**src/rtl/remap_pkg.sv**
```systemverilog
package remap_pkg;
  typedef enum logic [1:0] {
    ST_IDLE   = 2'd0,
    ST_DRAIN  = 2'd1,
    ST_SWITCH = 2'd2,
    ST_DONE   = 2'd3
  } remap_state_e;
endpackage

```
**src/rtl/remap_outstanding_ctr.sv**
```systemverilog
module remap_outstanding_ctr #(
  parameter int CNT_W = 4
) (
  input  logic             clk_i,
  input  logic             rst_ni,
  input  logic             inc_i,
  input  logic             dec_i,
  output logic [CNT_W-1:0] cnt_o,
  output logic             zero_o
);
  logic [CNT_W-1:0] cnt_q;

  always_ff @(posedge clk_i or negedge rst_ni) begin
    if (!rst_ni) cnt_q <= '0;
    else begin
      case ({inc_i, dec_i})
        2'b10:   cnt_q <= cnt_q + 1'b1;
        2'b01:   cnt_q <= cnt_q - 1'b1;
        default: cnt_q <= cnt_q;
      endcase
    end
  end

  assign cnt_o  = cnt_q;
  assign zero_o = (cnt_q == '0);
endmodule

```
**src/rtl/remap_cmd_hold.sv**
```systemverilog
module remap_cmd_hold (
  input  logic clk_i,
  input  logic rst_ni,
  input  logic cap_i,
  input  logic clr_i,
  input  logic val_i,
  output logic vld_o,
  output logic val_o
);
  logic vld_q, val_q;

  // clear wins: the fsm consumes a same-cycle write directly
  always_ff @(posedge clk_i or negedge rst_ni) begin
    if (!rst_ni) begin
      vld_q <= 1'b0;
      val_q <= 1'b0;
    end else if (clr_i) begin
      vld_q <= 1'b0;
    end else if (cap_i) begin
      vld_q <= 1'b1;
      val_q <= val_i;
    end
  end

  assign vld_o = vld_q;
  assign val_o = val_q;
endmodule

```
**src/rtl/remap_mode_fsm.sv**
```systemverilog
module remap_mode_fsm
  import remap_pkg::*;
(
  input  logic         clk_i,
  input  logic         rst_ni,
  input  logic         cmd_wr_i,
  input  logic         cmd_val_i,
  input  logic         hold_vld_i,
  input  logic         hold_val_i,
  input  logic         drained_i,
  output remap_state_e state_o,
  output logic         mode_o,
  output logic         ready_o,
  output logic         hold_cap_o,
  output logic         hold_clr_o
);
  remap_state_e state_q, state_d;
  logic mode_q, mode_d, tgt_q, tgt_d;
  logic nxt_vld, nxt_val;

  always_comb begin
    state_d    = state_q;
    mode_d     = mode_q;
    tgt_d      = tgt_q;
    hold_cap_o = 1'b0;
    hold_clr_o = 1'b0;
    nxt_vld    = cmd_wr_i | hold_vld_i;
    nxt_val    = cmd_wr_i ? cmd_val_i : hold_val_i;
    case (state_q)
      ST_IDLE: begin
        if (cmd_wr_i && (cmd_val_i != mode_q)) begin
          tgt_d   = cmd_val_i;
          state_d = ST_DRAIN;
        end
      end
      ST_DRAIN: begin
        hold_cap_o = cmd_wr_i;
        if (drained_i) state_d = ST_SWITCH;
      end
      ST_SWITCH: begin
        hold_cap_o = cmd_wr_i;
        mode_d     = tgt_q;
        state_d    = ST_DONE;
      end
      default: begin
        hold_clr_o = 1'b1;
        if (nxt_vld && (nxt_val != mode_q)) begin
          tgt_d   = nxt_val;
          state_d = ST_DRAIN;
        end else begin
          state_d = ST_IDLE;
        end
      end
    endcase
  end

  always_ff @(posedge clk_i or negedge rst_ni) begin
    if (!rst_ni) begin
      state_q <= ST_IDLE;
      mode_q  <= 1'b0;
      tgt_q   <= 1'b0;
    end else begin
      state_q <= state_d;
      mode_q  <= mode_d;
      tgt_q   <= tgt_d;
    end
  end

  assign state_o = state_q;
  assign mode_o  = mode_q;
  assign ready_o = (state_q == ST_IDLE) || (state_q == ST_DONE);
endmodule

```
**src/rtl/remap_enable_ctrl.sv**
```systemverilog
module remap_enable_ctrl
  import remap_pkg::*;
#(
  parameter int DATA_W = 32,
  parameter int EN_BIT = 31,
  parameter int CNT_W  = 4
) (
  input  logic              clk_i,
  input  logic              rst_ni,
  input  logic              reg_wr_i,
  input  logic              reg_sel_i,
  input  logic [DATA_W-1:0] reg_wdata_i,
  output logic [DATA_W-1:0] reg_rdata_o,
  input  logic              req_valid_i,
  output logic              req_ready_o,
  output logic              req_remap_o,
  input  logic              cpl_valid_i
);
  localparam logic SEL_CMD = 1'b0;

  remap_state_e     state_q;
  logic             mode_q, ready, accept, cmd_wr;
  logic             hold_vld, hold_val, hold_cap, hold_clr;
  logic [CNT_W-1:0] out_cnt;
  logic             drained;

  assign cmd_wr = reg_wr_i && (reg_sel_i == SEL_CMD);
  assign accept = req_valid_i && ready;

  remap_outstanding_ctr #(.CNT_W(CNT_W)) u_ctr (
    .clk_i (clk_i),
    .rst_ni(rst_ni),
    .inc_i (accept),
    .dec_i (cpl_valid_i),
    .cnt_o (out_cnt),
    .zero_o(drained)
  );

  remap_cmd_hold u_hold (
    .clk_i (clk_i),
    .rst_ni(rst_ni),
    .cap_i (hold_cap),
    .clr_i (hold_clr),
    .val_i (reg_wdata_i[EN_BIT]),
    .vld_o (hold_vld),
    .val_o (hold_val)
  );

  remap_mode_fsm u_fsm (
    .clk_i     (clk_i),
    .rst_ni    (rst_ni),
    .cmd_wr_i  (cmd_wr),
    .cmd_val_i (reg_wdata_i[EN_BIT]),
    .hold_vld_i(hold_vld),
    .hold_val_i(hold_val),
    .drained_i (drained),
    .state_o   (state_q),
    .mode_o    (mode_q),
    .ready_o   (ready),
    .hold_cap_o(hold_cap),
    .hold_clr_o(hold_clr)
  );

  // command register is write-only: reads as zero
  always_comb begin
    reg_rdata_o = '0;
    if (reg_sel_i != SEL_CMD) reg_rdata_o[EN_BIT] = mode_q;
  end

  assign req_ready_o = ready;
  assign req_remap_o = mode_q;
endmodule

```
**config.mk**
```make
export PLATFORM = sky130hd
export DESIGN_NAME = remap_enable_ctrl
export DESIGN_NICKNAME = d
export VERILOG_FILES = /design/src/rtl/remap_pkg.sv /design/src/rtl/remap_outstanding_ctr.sv /design/src/rtl/remap_cmd_hold.sv /design/src/rtl/remap_mode_fsm.sv /design/src/rtl/remap_enable_ctrl.sv
export SDC_FILE = /design/constraint.sdc
export NUM_CORES = 1
export LEC_CHECK = 0
export ABC_AREA = 0
export BUFFER_PORTS_ARGS = -buffer_cell sky130_fd_sc_hd__buf_2
export CAP_MARGIN = 20
export CORE_AREA = 4 4 57 79
export CTS_CLUSTER_DIAMETER = 50
export CTS_CLUSTER_SIZE = 8
export DETAILED_ROUTE_END_ITERATION = 16
export DIE_AREA = 0 0 61 83
export GPL_TIMING_DRIVEN = 0
export PLACE_DENSITY = 0.52
export SKIP_CTS_REPAIR_TIMING = 1
export SLEW_MARGIN = 30
export SYNTH_ARGS = -nofsm -noshare
export SYNTH_HDL_FRONTEND = slang
export SYNTH_SLANG_ARGS = --single-unit
```
**constraint.sdc**
```tcl
create_clock -name clk_i -period 4.3 [get_ports clk_i]
set_input_delay 0.43 -clock clk_i [delete_from_list [all_inputs] [get_ports clk_i]]
set_output_delay 0.43 -clock clk_i [all_outputs]
set_load 0.005 [all_outputs]
```
# [After elaboration in Yosys (flattened, before gate mapping)]
# Index checks and enable logic that the tools add are counted.
[word_totals] regBits=10 out_inout_bits=34
[classes] add_sub_neg=2 n_eq_ne=10 muxes=13 bitwise=3 n_reduce_logical=14
[op_table] cell="$mux W1" n=8
[op_table] cell="$pmux W4 S2" n=1
[op_table] cell="$eq A2 B2 Y1 const B" n=3
[op_table] cell="$pmux W2 S3" n=1
[op_table] cell="$add A4 B1 Y4 const B" n=1
[op_table] cell="$eq A2 B1 Y1 const B" n=2
[op_table] cell="$logic_and A1 B1 Y1" n=4
[op_table] cell="$logic_not A4 Y1" n=1
[op_table] cell="$mux W2" n=2
[op_table] cell="$ne A2 B1 Y1 const B" n=2
[op_table] cell="$reduce_and A2 Y1" n=2
[op_table] cell="$reduce_bool A2 Y1" n=2
[op_table] cell="$sub A4 B1 Y4 const B" n=1
[op_table] cell="$reduce_and A3 Y1" n=1
[op_table] cell="$reduce_or A3 Y1" n=1
[op_table] cell="$logic_not A2 Y1" n=1
[op_table] cell="$ne A1 B1 Y1" n=2
[op_table] cell="$ne A2 B2 Y1 const B" n=1
[op_table] cell="$not A1 Y1" n=2
[op_table] cell="$pmux W1 S2" n=1
[op_table] cell="$reduce_or A2 Y1" n=1
[op_table] cell="$logic_or A1 B1 Y1" n=1
[op_table] cell="$or A1 B1 Y1" n=1

# [Logic depth before layout (Yosys ltp)]
[logic_depth] word_depth=7 mapped_depth=11

# [Cells and area by module]
# Synthesis repeated with hierarchy kept, for this count alone.
[unflattened] hier_cells=93 hier_area_um2=902.1
[by_module_without_submodules] module="remap_mode_fsm" instances=1 cells_per_inst=28 area_per_inst_um2=299.0
[by_module_without_submodules] module="remap_enable_ctrl" instances=1 cells_per_inst=35 area_per_inst_um2=259.0
[by_module_without_submodules] module="remap_outstanding_ctr" instances=1 cells_per_inst=24 area_per_inst_um2=257.7
[by_module_without_submodules] module="remap_cmd_hold" instances=1 cells_per_inst=6 area_per_inst_um2=86.3

# [Worst setup path after synthesis]
# No wires, ideal clock.
[synth_path] kind="register to register" from="register u_fsm.state_q[0] (netlist: u_fsm.state_o[0])" to="register u_ctr.cnt_q[2] (netlist: u_ctr.cnt_o[2])" t_arrival_ns=1.988 setup_slack_ns=2.186 stages_incl_launch_ff=12 n_path_buf=0 synth_period_minus_slack_ns=2.114 cell_sequence="dfrtp_1 -> inv_1 -> ha_1 -> inv_1 -> nand2_1 -> ha_1 -> xor2_1 -> ha_1 -> a21oi_1 -> xor2_1 -> nor2_1 -> xor2_1"
[synth_via] elab_chain_len=5
[synth_lines] item="start, declared" line_no="remap_mode_fsm.sv:17" source="remap_state_e state_q, state_d;"
[synth_lines] item="start signal, assigned" line_no="remap_mode_fsm.sv:63" source="state_q <= state_d;"
[synth_lines] item="$eq A2 B2 Y1 or $logic_not A2 Y1 (tied branches)" line_no="remap_mode_fsm.sv:71" source="assign ready_o = (state_q == ST_IDLE) || (state_q == ST_DONE);"
[synth_lines] item="$logic_or A1 B1 Y1 *" line_no="remap_mode_fsm.sv:71"
[synth_lines] item="net req_ready_o" line_no="remap_enable_ctrl.sv:15" source="output logic req_ready_o,"
[synth_lines] item="$logic_and A1 B1 Y1 *" line_no="remap_enable_ctrl.sv:28" source="assign accept = req_valid_i && ready;"
[synth_lines] item="$eq A2 B1 Y1 or $eq A2 B2 Y1 (tied branches)" line_no="remap_outstanding_ctr.sv:16" source="case ({inc_i, dec_i})"
[synth_lines] item="$pmux W4 S2 or $reduce_bool A2 Y1 (tied branches)"
[synth_lines] item="end signal, assigned" line_no="remap_outstanding_ctr.sv:17" source="2'b10: cnt_q <= cnt_q + 1'b1;"
[synth_lines] item="end signal, assigned" line_no="remap_outstanding_ctr.sv:18" source="2'b01: cnt_q <= cnt_q - 1'b1;"
[synth_lines] item="end signal, assigned" line_no="remap_outstanding_ctr.sv:19" source="default: cnt_q <= cnt_q;"
[synth_lines] item="end, declared" line_no="remap_outstanding_ctr.sv:11" source="logic [CNT_W-1:0] cnt_q;"
# Mark *: on every way through the listed nets, which the timed path passes. The rest lies on a longest branch.
# A chain may end at the register's enable or synchronous reset.

# [Worst setup path after layout]
[layout_path] from="register u_fsm.state_q[0] (netlist: u_fsm.state_o[0])" to="register u_ctr.cnt_q[2] (netlist: u_ctr.cnt_o[2])"
[layout_via] elab_chain_len=5
[layout_lines] item="$eq A2 B2 Y1 or $logic_not A2 Y1 (tied branches)" line_no="remap_mode_fsm.sv:71"
[layout_lines] item="$logic_or A1 B1 Y1 *" line_no="remap_mode_fsm.sv:71"
[layout_lines] item="$logic_and A1 B1 Y1 *" line_no="remap_enable_ctrl.sv:28"
[layout_lines] item="$eq A2 B1 Y1 or $eq A2 B2 Y1 (tied branches)" line_no="remap_outstanding_ctr.sv:16"
[layout_lines] item="$pmux W4 S2 or $reduce_bool A2 Y1 (tied branches)"
# Every way passes the cells marked *; elsewhere a longest branch is shown, timed or not.

==> run summary <==
GLOBAL ROUTING
--------------------------------------------------------------------------------------
Antenna violations before repair ........................................            0
GRT Resource Usage Total ................................................       6.914%
Global-route wire length before repair ..................................      2649 µm
Vias in the first global route ..........................................          620
Total congestion overflow ...............................................            0
Maximum number of pins on one net before global-route repair ............           11

PLACED DESIGN
--------------------------------------------------------------------------------------
Dpl hpwl ................................................................      1397 µm
Cell area after placement ............................................... 0.001126 mm²
I/O Buffers .............................................................            9
Placer congestion estimate ..............................................       0.7469

POWER
--------------------------------------------------------------------------------------
Leakage .................................................................    0.6544 nW
Power density of the placed cells ....................................... 593.1 mW/mm²
Sum of internal, switching and leakage power ............................    0.7005 mW
Net switching share of the total power ..................................       39.62%
Internal power consumption ..............................................    0.4230 mW
Clk network pwr share ...................................................        17.0%
Register share of total power ...........................................        28.4%
Net load switching power ................................................    0.2775 mW
Peak supply drop ........................................................     243.2 µV
Fraction of power consumed by combinational cells .......................        54.6%

YOSYS
--------------------------------------------------------------------------------------
Mux cell area share after synthesis .....................................       9.166%
Post-synthesis compound-gate area fraction ..............................       9.029%
Number of distinct library cells after synthesis ........................           27
Synth Area in Adders ....................................................       9.576%
Share of synthesized area occupied by flip-flops and latches ............       27.36%
Post-synthesis register bit count .......................................           10
Syn avg cell area .......................................................    9.730 µm²
Simple-gate share of the synthesized area ...............................       9.850%
Xor/xnor share of the synthesized area ..................................       6.703%
Main combinational cell family by area after synthesis .................. buffers and inverters
Mapped Cells ............................................................           94
Cell Area, Synth ........................................................    914.6 µm²
Number of warnings printed during yosys synthesis .......................            0

CTS
--------------------------------------------------------------------------------------
Clock slew at the register clock pins of the worst setup and hold paths .      0.05 ns
CTS Sinks ...............................................................           10
TritonCTS clock tree ....................................................        built
Insertion delay of the later-clocked pin in the worst-skew pair .........      0.24 ns
Clock buffer count from CTS .............................................            3
Worst-case clock buffer depth ...........................................            2
Depth of the CTS H-tree .................................................            1
Root buffer selected by CTS .............................................     clkbuf_8

SETUP PATH
--------------------------------------------------------------------------------------
Required time at the worst-slack endpoint ...............................      4.42 ns
Crit path kind .......................................................... register to register
Crit path DAT ...........................................................      2.43 ns
Kind of launch point of the worst setup path ............................     register
Delay of the slowest cell on the worst path .............................      0.37 ns
Crit-path cells ......................................................... inv_1 -> ha_1 -> inv_1 -> nand2_1 -> ha_1 -> xor2_1 -> ha_1 -> a21oi_1 -> xor2_1 -> nor2_1 -> xor2_1
Standard cell with the maximum stage delay on the critical path .........      dfrtp_1
Worst Path Max Fanout ...................................................            4
Endpoint class of the critical path .....................................     register

DIE
--------------------------------------------------------------------------------------
Total die area .......................................................... 0.005063 mm²
Row count ...............................................................           27
Starting density of the core ............................................       23.75%
Die width ...............................................................        61 µm
Number of I/O pins ......................................................           72
Height of the chip ......................................................        83 µm
Core area ............................................................... 0.003851 mm²

FINISH
--------------------------------------------------------------------------------------
Fill cell count .........................................................          421
Final instance area ..................................................... 0.001181 mm²
Area growth from synthesis to layout ....................................       29.14%
Fraction of layout cells with a size suffix above 1 .....................       38.69%
Net total in the final layout ...........................................          183
Antenna diode count .....................................................            0
Final standard cell utilization of the core .............................       30.67%

STA
--------------------------------------------------------------------------------------
Unrepaired setup endpoints after global routing .........................           no
Final setup violation count .............................................            0
Largest clock skew in the final design ..................................  0.005983 ns
Clock period minus worst slack ..........................................     2.312 ns
Final Max Tran Viols ....................................................            0
Number of failing hold endpoints at the final stage .....................            0
Share of the cycle needed by the critical path after routing ............       53.77%
Setup Total Neg Slack ...................................................         0 ns
Highest attainable clock frequency ......................................    432.5 MHz

DETAILED ROUTING
--------------------------------------------------------------------------------------
Drt pass-1 iters ........................................................            4
Via-to-Cell Ratio .......................................................        3.589
Count of nets left with antenna violations after detail routing .........            0
Drt first-iter violations ...............................................            7
Residual DRC count ......................................................            0
Routed length per instance ..............................................     8.994 µm
Routed wire length ......................................................      1619 µm
Detailed-route via count ................................................          646

RUN STATUS
--------------------------------------------------------------------------------------
Outcome ................................................................. finished, final reports clean

FLOW RUN
--------------------------------------------------------------------------------------
Total of max-cap violations .............................................            0

MIN PATH
--------------------------------------------------------------------------------------
Kind of path behind the tightest hold check ............................. input pin to asynchronous set/reset pin

[metrics by stage]
step | hold slack (ns) | instances | setup WS (ns)
final | 0.04119 | 180 | 1.988
after global routing | 0.05263 | 180 | 1.843
after CTS | 0.04336 | 180 | 1.981
after detailed placement | 0.3072 | 176 | 2.003
after global placement | 0.3036 | 176 | 2.017
after floorplan | 0.1344 | 124 | 2.186
[path summary, 6_finish.rpt]
check,startpoint,endpoint,slack (ns),cells after the start
min reg2reg,u_ctr.cnt_o[3],u_ctr.cnt_o[3],0.50,1
max,u_fsm.state_o[0],u_ctr.cnt_o[2],1.99,11
min,rst_ni,u_fsm.mode_o,0.04,1
max reg2reg,u_fsm.state_o[0],u_ctr.cnt_o[2],1.99,11
min in group clk_i,reg_wdata_i[31],u_hold.val_o,0.46,2
max in group asynchronous,rst_ni,u_ctr.cnt_o[3],4.06,1
[power groups by stage]
stage / registers (mW) / clock network, mW / logic, mW
final: 0.199 / 0.119 / 0.382
after global routing: 0.207 / 0.130 / 0.431
after CTS: 0.201 / 0.124 / 0.385
after detailed placement: 0.202 / 0 / 0.382
after global placement: 0.197 / 0 / 0.373
after floorplan: 0.188 / 0 / 0.308
[logic make-up (layout without fill, tap and decap cells)]
| family | after synthesis | in the layout |
|---|---|---|
| buffers and inverters | 37 | 50 |
| AND/OR/NAND/NOR | 14 | 14 |
| AO/OA/AOI/OAI | 11 | 11 |
| flip-flops | 10 | 10 |
| adder cells (fa/ha/maj) | 7 | 7 |
| XOR/XNOR | 7 | 7 |
| multiplexers | 7 | 7 |
| other | 1 | 31 |
[area by class of cell]
class / count / area (µm²) / share of cell area [%]
multi-input cells: 77 / 521.8 / 44.17
well taps: 43 / 53.80 / 4.555
flip-flops and latches: 10 / 250.2 / 21.19
inverters: 6 / 22.52 / 1.907
clock buffers: 4 / 55.05 / 4.661
plain buffers: 31 / 232.7 / 19.70
repair buffers: 9 / 45.04 / 3.814
[critical path, delay by kind of cell (launching register included)]
family,cells,cell delay (ns)
flops,1,0.37
compound gates,1,0.14
buf+inv,2,0.25
fa+ha+maj,3,0.79
xor+xnor,3,0.49
simple gates,2,0.16
[metal layers]
layer	vias up	track usage, %	part of all wire [%]
li1	333	-	-
met1	279	7.041	37
met2	31	11.59	50
met3	3	2.333	11
met4	0	4.142	2.4
met5	-	0	0
[cell usage in the layout (no fill, tap or decap), drive strengths merged]
cell type / count
and2: 2
xor2: 5
xnor2: 2
or3: 1
mux2i: 2
nand2: 1
ha: 7
a31oi: 1
o41ai: 1
nor2b: 3
buf: 40
clkbuf: 4
nor3: 1
nor4: 1
mux2: 5
dfrtp: 10
inv: 6
a21oi: 4
and2b: 1
o21ai: 3
o32ai: 1
conb: 31
nand3: 1
nor2: 3
a32oi: 1
[flip-flops by register name, indices dropped and copies added, names as in the netlist]
signal and cells:
u_fsm.tgt_q 1, u_fsm.state_o 2, u_hold.vld_o 1, u_ctr.cnt_o 4, u_hold.val_o 1, u_fsm.mode_o 1
[synthesized netlist by cell type (all sizes together)]
cell / n / area share, %
a31oi: 1 / 0.68
or3: 1 / 0.68
o41ai: 1 / 1.8
buf: 31 / 25
a21oi: 4 / 2.2
nor2: 3 / 1.2
xor2: 5 / 4.8
xnor2: 2 / 1.9
nor3: 1 / 0.55
nand3: 1 / 0.55
conb: 1 / 0.41
mux2i: 2 / 2.2
o32ai: 1 / 1.8
dfrtp: 10 / 27
o21ai: 3 / 1.6
nand2: 1 / 0.41
and2: 2 / 1.4
mux2: 5 / 7.0
nor4: 1 / 1.4
inv: 6 / 2.5
nor2b: 3 / 2.9
a32oi: 1 / 0.96
ha: 7 / 9.6
and2b: 1 / 0.82
Power figures use the tool's default switching activity.
